[config.mk]
export PLATFORM = sky130hd
export DESIGN_NAME = ledreg_ptr_access
export DESIGN_NICKNAME = d
export VERILOG_FILES = /design/src/rtl/lp_pkg.sv /design/src/rtl/lp_ptr_ctrl.sv /design/src/rtl/lp_regfile.sv /design/src/rtl/lp_rd_mux.sv /design/src/rtl/ledreg_ptr_access.sv
export SDC_FILE = /design/constraint.sdc
export NUM_CORES = 1
export LEC_CHECK = 0
export BUFFER_PORTS_ARGS = -buffer_cell sky130_fd_sc_hd__buf_2
export CAP_MARGIN = 20
export CORE_MARGIN = 5
export CORE_UTILIZATION = 30
export CTS_CLUSTER_DIAMETER = 80
export CTS_CLUSTER_SIZE = 30
export DETAILED_ROUTE_END_ITERATION = 10
export SETUP_SLACK_MARGIN = 0.2
export SLEW_MARGIN = 10
export SYNTH_ARGS = -nofsm -noshare
export SYNTH_HDL_FRONTEND = slang
export SYNTH_SLANG_ARGS = --single-unit
[constraint.sdc]
create_clock -name clk -period 2.5 [get_ports clk]
set_input_delay 0.125 -clock clk [delete_from_list [all_inputs] [get_ports clk]]
set_output_delay 0.125 -clock clk [all_outputs]
set_load 0.01 [all_outputs]
[src/rtl/lp_pkg.sv]
package lp_pkg;

    localparam int DATA_W   = 8;
    localparam int PTR_W    = 3;
    localparam int NUM_REGS = 7;
    localparam int AI_BIT   = 4;
    localparam logic [DATA_W-1:0] DUTY_DEFAULT = 8'h80;

    typedef logic [DATA_W-1:0] byte_t;
    typedef logic [PTR_W-1:0]  ptr_t;

    typedef enum logic [PTR_W-1:0] {
        REG_INPUT = 3'd0,
        REG_PSC_A = 3'd1,
        REG_DUTY_A = 3'd2,
        REG_PSC_B = 3'd3,
        REG_DUTY_B = 3'd4,
        REG_SEL_LO = 3'd5,
        REG_SEL_HI = 3'd6
    } reg_id_e;

    typedef enum logic {
        PH_CTRL = 1'b0,
        PH_DATA = 1'b1
    } phase_e;

    typedef struct packed {
        logic ai;
        ptr_t ptr;
    } ctrl_t;

    typedef struct packed {
        logic  wr;
        logic  rd;
        ptr_t  addr;
        byte_t data;
    } acc_t;

    // Next pointer: steps through the map and folds back to zero after the
    // last real register (an out-of-map pointer folds to zero as well).
    function automatic ptr_t ptr_next(input ptr_t p);
        if (p >= ptr_t'(NUM_REGS - 1)) begin
            return '0;
        end
        return p + ptr_t'(1);
    endfunction

    function automatic byte_t reg_default(input int idx);
        if (idx == int'(REG_DUTY_A) || idx == int'(REG_DUTY_B)) begin
            return DUTY_DEFAULT;
        end
        return '0;
    endfunction

    function automatic byte_t ctrl_view(input ctrl_t c);
        byte_t v;
        v = '0;
        v[AI_BIT] = c.ai;
        v[PTR_W-1:0] = c.ptr;
        return v;
    endfunction

endpackage

[src/rtl/lp_ptr_ctrl.sv]
module lp_ptr_ctrl
    import lp_pkg::*;
(
    input  logic  clk,
    input  logic  rst,
    input  logic  start_i,
    input  logic  wr_i,
    input  byte_t wdata_i,
    input  logic  rd_i,
    output ctrl_t ctrl_q,
    output acc_t  acc_o
);

    phase_e phase_q;
    logic   data_wr;
    logic   data_rd;
    logic   ctrl_wr;

    always_comb begin
        ctrl_wr = wr_i && !start_i && (phase_q == PH_CTRL);
        data_wr = wr_i && !start_i && (phase_q == PH_DATA);
        data_rd = rd_i && !start_i && !wr_i;
        acc_o.wr   = data_wr;
        acc_o.rd   = data_rd;
        acc_o.addr = ctrl_q.ptr;
        acc_o.data = wdata_i;
    end

    always_ff @(posedge clk) begin
        if (rst) begin
            phase_q <= PH_CTRL;
        end else if (start_i) begin
            phase_q <= PH_CTRL;
        end else if (wr_i || rd_i) begin
            phase_q <= PH_DATA;
        end
    end

    always_ff @(posedge clk) begin
        if (rst) begin
            ctrl_q <= '0;
        end else if (ctrl_wr) begin
            ctrl_q.ai  <= wdata_i[AI_BIT];
            ctrl_q.ptr <= wdata_i[PTR_W-1:0];
        end else if ((data_wr || data_rd) && ctrl_q.ai) begin
            ctrl_q.ptr <= ptr_next(ctrl_q.ptr);
        end
    end

endmodule

[src/rtl/lp_regfile.sv]
module lp_regfile
    import lp_pkg::*;
#(
    parameter int N = NUM_REGS
) (
    input  logic  clk,
    input  logic  rst,
    input  logic  wr_i,
    input  ptr_t  addr_i,
    input  byte_t data_i,
    output byte_t regs_o [N]
);

    for (genvar i = 0; i < N; i++) begin : g_reg
        if (i == int'(REG_INPUT)) begin : g_ro
            // address 0 reflects pins; nothing is stored here
            assign regs_o[i] = '0;
        end else begin : g_rw
            byte_t q;
            always_ff @(posedge clk) begin
                if (rst) begin
                    q <= reg_default(i);
                end else if (wr_i && addr_i == ptr_t'(i)) begin
                    q <= data_i;
                end
            end
            assign regs_o[i] = q;
        end
    end

endmodule

[src/rtl/lp_rd_mux.sv]
module lp_rd_mux
    import lp_pkg::*;
#(
    parameter int N = NUM_REGS
) (
    input  logic  clk,
    input  logic  rst,
    input  logic  rd_i,
    input  ptr_t  addr_i,
    input  byte_t regs_i [N],
    input  byte_t pins_i,
    output byte_t rdata_q
);

    byte_t sel;

    always_comb begin
        sel = '0;
        for (int i = 0; i < N; i++) begin
            if (addr_i == ptr_t'(i)) begin
                sel = (i == int'(REG_INPUT)) ? pins_i : regs_i[i];
            end
        end
    end

    always_ff @(posedge clk) begin
        if (rst) begin
            rdata_q <= '0;
        end else if (rd_i) begin
            rdata_q <= sel;
        end
    end

endmodule

[src/rtl/ledreg_ptr_access.sv]
module ledreg_ptr_access
    import lp_pkg::*;
(
    input  logic       clk,
    input  logic       rst,
    input  logic       start_i,
    input  logic       wr_i,
    input  logic [7:0] wdata_i,
    input  logic       rd_i,
    input  logic [7:0] in_pins_i,
    output logic [7:0] rdata_o,
    output logic [7:0] ctrl_o,
    output logic [7:0] psc0_o,
    output logic [7:0] pwm0_o,
    output logic [7:0] psc1_o,
    output logic [7:0] pwm1_o,
    output logic [7:0] lsel0_o,
    output logic [7:0] lsel1_o
);

    ctrl_t ctrl_q;
    acc_t  acc;
    byte_t regs [NUM_REGS];

    lp_ptr_ctrl u_ptr (
        .clk    (clk),
        .rst    (rst),
        .start_i(start_i),
        .wr_i   (wr_i),
        .wdata_i(wdata_i),
        .rd_i   (rd_i),
        .ctrl_q (ctrl_q),
        .acc_o  (acc)
    );

    lp_regfile #(.N(NUM_REGS)) u_regs (
        .clk   (clk),
        .rst   (rst),
        .wr_i  (acc.wr),
        .addr_i(acc.addr),
        .data_i(acc.data),
        .regs_o(regs)
    );

    lp_rd_mux #(.N(NUM_REGS)) u_rd (
        .clk    (clk),
        .rst    (rst),
        .rd_i   (acc.rd),
        .addr_i (acc.addr),
        .regs_i (regs),
        .pins_i (in_pins_i),
        .rdata_q(rdata_o)
    );

    assign ctrl_o  = ctrl_view(ctrl_q);
    assign psc0_o  = regs[REG_PSC_A];
    assign pwm0_o  = regs[REG_DUTY_A];
    assign psc1_o  = regs[REG_PSC_B];
    assign pwm1_o  = regs[REG_DUTY_B];
    assign lsel0_o = regs[REG_SEL_LO];
    assign lsel1_o = regs[REG_SEL_HI];

endmodule

==> results of run 1 <==
-- cells in the final DEF, fill, tap and decap left out, types with 2 or more instances in the layout --
master and count:
and2_1 4, o22ai_1 8, nand3b_1 9, inv_1 15, nor2_1 32, dfxtp_1 61, a22oi_1 6, ha_1 5
a221oi_1 10, nor3_1 3, buf_2 80, a221oi_2 2, nor3b_1 2, a2bb2oi_1 2, nor2b_1 2, clkbuf_1 2
clkbuf_8 11, a311oi_1 2, conb_1 4, nand2_1 51, mux2i_1 24, o21ai_0 14, a21oi_1 40, buf_4 9
a211oi_1 5, clkinvlp_4 2, nand3_1 19
-- flip-flops by register name (all words and copies together) (netlist names) --
signal,cells
u_ptr.phase_q,1
u_rd.rdata_q,8
u_ptr.acc_o,3
u_regs.g.g_rw.q,48
u_ptr.ctrl_q,1
-- synthesized netlist by cell type --
| cell | instances | area share (%) |
|---|---|---|
| o21a_1 | 1 | 0.25 |
| buf_2 | 12 | 2.0 |
| dfxtp_1 | 61 | 41 |
| a311oi_1 | 2 | 0.59 |
| and2_1 | 4 | 0.84 |
| ha_1 | 5 | 2.1 |
| o22ai_1 | 8 | 1.7 |
| nand2_1 | 51 | 6.5 |
| clkbuf_1 | 7 | 0.89 |
| mux2i_1 | 24 | 8.1 |
| a211oi_1 | 5 | 1.3 |
| and3_1 | 1 | 0.21 |
| nor2_1 | 32 | 4.1 |
| a22oi_1 | 6 | 1.5 |
| buf_4 | 7 | 1.8 |
| o21ai_0 | 14 | 2.4 |
| a2bb2oi_1 | 2 | 0.59 |
| nor3b_2 | 1 | 0.42 |
| nor3b_1 | 2 | 0.51 |
| clkbuf_2 | 1 | 0.17 |
| a211o_1 | 1 | 0.30 |
| and4bb_2 | 1 | 0.42 |
| buf_6 | 3 | 1.1 |
| a311o_1 | 1 | 0.34 |
| nand3b_1 | 9 | 2.3 |
| nand2b_1 | 1 | 0.21 |
| nor3_1 | 3 | 0.51 |
| and3b_1 | 1 | 0.30 |
| nand3_1 | 19 | 3.2 |
| a21oi_1 | 40 | 6.8 |
| a221oi_1 | 10 | 3.0 |
| conb_1 | 1 | 0.13 |
| inv_1 | 15 | 1.9 |
| or2_1 | 1 | 0.21 |
| or3b_1 | 1 | 0.30 |
| a221oi_2 | 2 | 1.0 |
| nor4b_1 | 1 | 0.30 |
| nor2_2 | 1 | 0.21 |
| nor2b_1 | 2 | 0.42 |
-- through the flow --
stage          utilization, %  cell area, um2  setup slack (ns)  instances
2_1_floorplan               -            2973            0.7226        362
3_3_place_gp            35.41            3430            0.6843        554
3_5_place_dp            35.41            3430            0.6360        554
4_1_cts                 37.26            3608            0.6082        570
5_1_grt                 37.26            3608            0.4194        570
6_report                37.26            3608            0.5933        570
-- final timing paths --
check                                                             from                                endpoint  slack [ns]  cells after the start
worst max-delay path                       u_ptr.acc_o[9]$_SDFFE_PP0P_            u_rd.rdata_q[0]$_SDFFE_PP0P_        0.59                      6
worst min-delay path                                           start_i              u_ptr.phase_q$_SDFFE_PP0P_        0.06                      2
worst max register to register             u_ptr.acc_o[9]$_SDFFE_PP0P_            u_rd.rdata_q[0]$_SDFFE_PP0P_        0.59                      6
worst min register to register  u_regs.g_reg[2].g_rw.q[2]$_SDFFE_PP0P_  u_regs.g_reg[2].g_rw.q[2]$_SDFFE_PP0P_        0.48                      2
-- worst reg2reg max path, delay by kind of cell, from the launching register on --
family,cells,cell delay (ns)
DFF,1,0.42
adders and majority gates,2,0.47
AOI/OAI and AO/OA,3,0.52
and+or+nand+nor,1,0.35
-- area by class of cell --
type                            count  area (um2)
Fill cell                        1019        6076
Clock buffer                       13       158.9
Timing Repair Buffer               89       467.9
Inverter                           15       56.30
Tap cell                          133       166.4
Clock inverter                      3       20.02
Sequential cell                    61        1221
Multi-Input combinational cell    256        1518
-- where the power goes --
group / leakage (nW) / internal, mW / switching (mW)
clock: 0.0857 / 0.412 / 0.388
combinational: 0.818 / 0.101 / 0.169
sequential: 0.493 / 0.985 / 0.0119
total: 1.40 / 1.50 / 0.569
-- per-layer routing --
metal / wire length (um) / GRT usage (%) / part of all wire (%)
met1: 4056 / 19.71 / 43
met2: 4685 / 26.90 / 49
met3: 564 / 3.347 / 5.9
met4: 218 / 6.857 / 2.3
met5: 0 / 0 / 0
-- cells by family (layout without fill, tap and decap cells) --
logic type	after synthesis	in the layout	synth area share [%]
multiplexers	24	24	8.112
flip-flops	61	61	41.23
AO/OA/AOI/OAI	92	92	19.65
AND/OR/NAND/NOR	131	131	20.87
adder cells (fa/ha/maj)	5	5	2.112
buffers and inverters	45	120	7.900
other	1	4	0.1266
==> results.ini, run 1 <==
[critical_path]
worst_ep_arrival_time_ns=2.11
critPathMaxFanout=8
worst-path-buf-inv=0
worstPathCellList=ha_1, ha_1, or2_1, a221oi_1, a221oi_1, o22ai_1
slowest_stage=dfxtp_1
slowest_delay_ns=0.42
crit_type=flop to flop
cp-end-kind=flop
cp-start-kind=flop
cp_top_family=compound AO/OA/AOI/OAI gates
required_ns=2.70

[floorplan]
start_util_pct=30.58
core_um2=9684
dieArea_um2=11960
num_io_pins=85
fp.dieH_um=109.4
dieWidth_um=109.4
num_rows=36

[synth]
syn_area_per_cell_um2=8.250
yosys_register_bits=61
synth_area_um2=2962
syn_inst=359
synth-warning-count=0
synth.distinct_cells=39
yosysSeqAreaShare_pct=41.23

[min_path]
hold_path.class=input pin to flop

[global_routing]
grt_overflow=0
grt.total_usage_pct=15.98
grt_pass1_vias=2789
antenna_found_initial=0
grt_pass1_wl_um=14630
grt_max_degree=62

[run_status]
status=finished, final reports clean

[detailed_routing]
via_per_inst=5.025
first_pass_iters=4
wl_per_cell_um=16.71
drt_iter0_markers=177
vias=2864
detail-route-antenna-nets=0
drc_errors=0
drt_wl_total_um=9524

[place]
hpwl_um=7150
place_congestion=0.8135
port_buffers=80

[cts]
cts_root_buf=clkbuf_8
cts_max_level=3
postCtsSetupBuffers=0
clk_pin_slew_ns=0.06
cts-hold-fix-buffers=0
insertion_delay_ns=0.35
cts_sinks=61
tritoncts=yes
cts_resized=0
ctsLongestPathBuffers=2
cts_buffers=9

[final_layout]
n_antenna_cell=0
final_nets=458
drive_above_1_share_pct=24.71
area_delta_synth_final_pct=21.84

[job]
max_cap_violations=0

[timing]
finalCriticalPeriod_ns=1.907
final_hold_viol_count=0
fin_skew_ns=0.006791
period_share_pct=76.27
fin_tns_setup_ns=0
relSlewSlack_pct=41.15
final_max_slew_viol_count=0
final-setup-viol-count=0
worst_pin_slew_ns=0.8809
holdWs_ns=0.06488
fmax_mhz=524.5
rsz0062_at_grt=no

[power_and_ir_drop]
p_per_area_nw_per_um2=572.8
leakage_nw=1.397
max-vdd-ir-drop_uv=245.6
total_power_mw=2.067

Note: power is estimated with default switching activity, not from simulation.
==> run 2, diff against run 1 <==
--- a/config.mk
+++ b/config.mk
@@ -5,6 +5,7 @@
 export SDC_FILE = /design/constraint.sdc
 export NUM_CORES = 1
 export LEC_CHECK = 0
+export ABC_AREA = 1
 export BUFFER_PORTS_ARGS = -buffer_cell sky130_fd_sc_hd__buf_2
 export CAP_MARGIN = 20
 export CORE_MARGIN = 5
==> constraint.sdc (replaced) <==
create_clock -name clk -period 1.93 [get_ports clk]
set_input_delay 0.0965 -clock clk [delete_from_list [all_inputs] [get_ports clk]]
set_output_delay 0.0965 -clock clk [all_outputs]
set_load 0.01 [all_outputs]
==> run 2 against run 1 <==
Via count rose by 8.7%. Clock power rose by 61%. Wire length rose by 5.0%. Non-clock buffer count did not move. Clock-buffer cell count fell by 3. Combinational power rose by 50%. Flip-flop and latch count did not move. Hold slack got worse by 0.037 ns. Die area did not move. Clock skew rose by 0.0057 ns. Final area rose by 6.5%. Utilization rose by 2.4 points. Critical endpoint is now u_rd.rdata_q[7]$_SDFFE_PP0P_.
==> results.ini, run 2 <==
[power_and_ir_drop]
switching_share_pct=27.11  ; -0.41 points
leakage_nw=1.852  ; +33%
combPwrFrac_pct=13.5  ; +0.5 points
p_sw_uw=808.2  ; +42%
p_clk_share_pct=43.1  ; +4.4 points
max-vdd-ir-drop_uv=394.4  ; +61%
p_per_area_nw_per_um2=775.8  ; +35%
p_int_mw=2.173  ; +45%
p_seq_share_pct=43.4  ; -4.8 points

[global_routing]
grt_overflow=0  ; unchanged
grt_max_degree=53  ; -15%
grt_pass1_vias=2896  ; +3.8%
antenna_found_initial=0  ; unchanged
grt.total_usage_pct=16.88  ; +0.90 points
grt_pass1_wl_um=15120  ; +3.3%

[floorplan]
dieWidth_um=109.4  ; unchanged
start_util_pct=30.58  ; unchanged
num_rows=36  ; unchanged
dieArea_um2=11960  ; unchanged
num_io_pins=85  ; unchanged
core_um2=9684  ; unchanged
fp.dieH_um=109.4  ; unchanged

[timing]
fin_skew_ns=0.01253  ; +0.005741 ns
finalCriticalPeriod_ns=1.679  ; -0.2278 ns
rsz0062_at_grt=yes
final_hold_viol_count=0  ; unchanged
fin_tns_setup_ns=0  ; unchanged
final_max_slew_viol_count=0  ; unchanged
fmax_mhz=595.6  ; +14%
period_share_pct=86.99  ; +11 points
final-setup-viol-count=0  ; unchanged

[final_layout]
final_common_cell=nand2_1
final_nets=545  ; +19%
layout_common_cells=nand2_1, buf_2, nor2_1
drive_above_1_share_pct=29.96  ; +5.2 points
n_antenna_cell=0  ; unchanged
area_delta_synth_final_pct=29.74
largest_register_ffs=48  ; unchanged
regMostFlops=u_regs.g.g_rw.q
final_area_um2=3842  ; +6.5%

[synth]
synth-main-ff-cell=dfxtp_1
syn_area_per_cell_um2=6.777  ; -18%
synth_area_leader_cell=dfxtp_1
synth.distinct_cells=28  ; -28%
synth.area.top_cells=dfxtp_1, nand2_1, o21ai_0, nor2_1, a21oi_1
async_flop_share_pct=0  ; unchanged
synth_top_area_share_pct=41.23  ; unchanged
yosysMostFrequentCell=nand2_1
syn_inst=437  ; +22%
synth-warning-count=0  ; unchanged
synth_common_cells=nand2_1, nor2_1, dfxtp_1, o21ai_0, inv_1
synth_area_um2=2962  ; unchanged
yosysSeqAreaShare_pct=41.23  ; unchanged
yosys_register_bits=61  ; unchanged
synth_enable_flop_cells=0  ; unchanged

[critical_path]
slowest_delay_ns=0.37  ; -0.05 ns
required_ns=2.16  ; -0.54 ns
cpMostUsedCell=nand2_1
worst_ep_arrival_time_ns=1.91  ; -0.20 ns
cp-start-kind=flop
cp-end-kind=flop
slowest_stage=dfxtp_4
critPathMaxFanout=8  ; unchanged
crit_type=flop to flop
worstPathCellList=inv_4, ha_2, nand2_4, buf_6, or2_2, nand3_1, nand2_1, nand2_1, nand2_1, nand2_1, a21oi_1

[detailed_routing]
wl_met2_um=4372  ; -6.7%
via_per_inst=4.740  ; -5.7%
first_pass_iters=5  ; +1
drt_wl_total_um=9998  ; +5.0%
wl_per_cell_um=15.22  ; -8.9%
drc_errors=0  ; unchanged
drt_iter0_markers=201  ; +14%
detail-route-antenna-nets=0  ; unchanged
vias=3114  ; +8.7%
top_layer_used=met4
wl_met1_um=4551  ; +12%
met3_length_um=893  ; +58%

[place]
hpwl_um=7214  ; +0.89%
dpl-instance-area_um2=3478  ; +1.4%
place_congestion=0.8945  ; +10%
port_buffers=80  ; unchanged

[cts]
cts_root_buf=clkbuf_8
tritoncts=yes
cts_max_level=3  ; unchanged
cts_sinks=61  ; unchanged
cts_buffers=9  ; unchanged
clk_pin_slew_ns=0.08  ; +0.02 ns
insertion_delay_ns=0.35  ; about the same
postCtsSetupBuffers=0  ; unchanged
ctsLongestPathBuffers=2  ; unchanged

[run_status]
status=finished, final reports clean

[job]
max_cap_violations=0  ; unchanged

[min_path]
hold_path.class=input pin to flop

run 2: cell types whose count changed after synthesis, sizes merged, moves of 4 or more:
cell,delta
a221oi,-12
buf,-6
nand3b,-9
inv,+39
nand2,+44
o22ai,-8
mux2i,-24
a211oi,-4
and2,-4
nor2,+35
a22oi,-6
o21ai,+44
run 2: final cells by class:
class	count	area [um2]
fillers	1041	5842
repair buffers	89	474.2
flip-flops and latches	61	1230
clock inverters	6	86.33
inverters	55	211.5
clock buffers	10	137.6
multi-input cells	303	1536
well taps	133	166.4
run 2: per-stage QoR:
step / hold slack [ns] / instances / util, % / setup slack [ns] / power (mW)
after global placement: 0.3038 / 640 / 35.92 / 0.1118 / 1.668
after global routing: 0.03157 / 657 / 39.68 / 0.1590 / 3.112
after detailed placement: 0.3114 / 640 / 35.92 / 0.05841 / 1.671
final: 0.02805 / 657 / 39.68 / 0.2511 / 2.981
after CTS: 0.02686 / 657 / 38.64 / 0.2141 / 2.962
after floorplan: 0.1758 / 440 / - / 0.3041 / 1.543
run 2: routing by layer:
layer	track usage, %	vias up
met5	0	-
met4	4.809	0
met3	5.402	15
met2	26.11	140
met1	22.57	1418
li1	-	1541
run 2: cell families (layout without fill, tap and decap cells):
| logic type | after synthesis | count (layout) | share of synthesized area (%) |
|---|---|---|---|
| AOI/OAI and AO/OA | 103 | 103 | 18.00 |
| buffers and inverters | 76 | 160 | 11.07 |
| adders and majority gates | 5 | 5 | 2.112 |
| and+or+nand+nor | 191 | 191 | 27.46 |
| other | 1 | 4 | 0.1266 |
| DFF | 61 | 61 | 41.23 |
run 2: final timing paths:
path	to	slack [ns]	cells past startpoint	from
worst max register to register	u_rd.rdata_q[7]$_SDFFE_PP0P_	0.25	11	u_ptr.acc_o[8]$_SDFFE_PP0P_
worst min register to register	u_regs.g_reg[3].g_rw.q[5]$_SDFFE_PP0P_	0.47	2	u_regs.g_reg[3].g_rw.q[5]$_SDFFE_PP0P_
worst min-delay path	u_ptr.phase_q$_SDFFE_PP0P_	0.03	3	rd_i
worst max-delay path	u_rd.rdata_q[7]$_SDFFE_PP0P_	0.25	11	u_ptr.acc_o[8]$_SDFFE_PP0P_
run 2: power groups by stage:
stage          combinational (mW)  sequential (mW)  clock (mW)
6_report                    0.403             1.29        1.29
5_1_grt                     0.444             1.29        1.37
4_1_cts                     0.362             1.29        1.31
3_5_place_dp                0.352             1.32           0
3_3_place_gp                0.349             1.32           0
2_1_floorplan               0.220             1.32           0
run 2: repair_timing:
item	in CTS	in global routing
setup endpoints to repair	7	13
pin swaps	2	8
endpoints found under the hold margin	1	0
gates resized for setup	9	31
hold buffers	1	0
run 2: worst max-delay path, delay by kind of cell, from the launching register on:
| kind | cells | cell delay [ns] |
|---|---|---|
| adder cells (fa/ha/maj) | 1 | 0.21 |
| flip-flops | 1 | 0.37 |
| AO/OA/AOI/OAI | 1 | 0.05 |
| buffers and inverters | 2 | 0.21 |
| AND/OR/NAND/NOR | 7 | 0.72 |
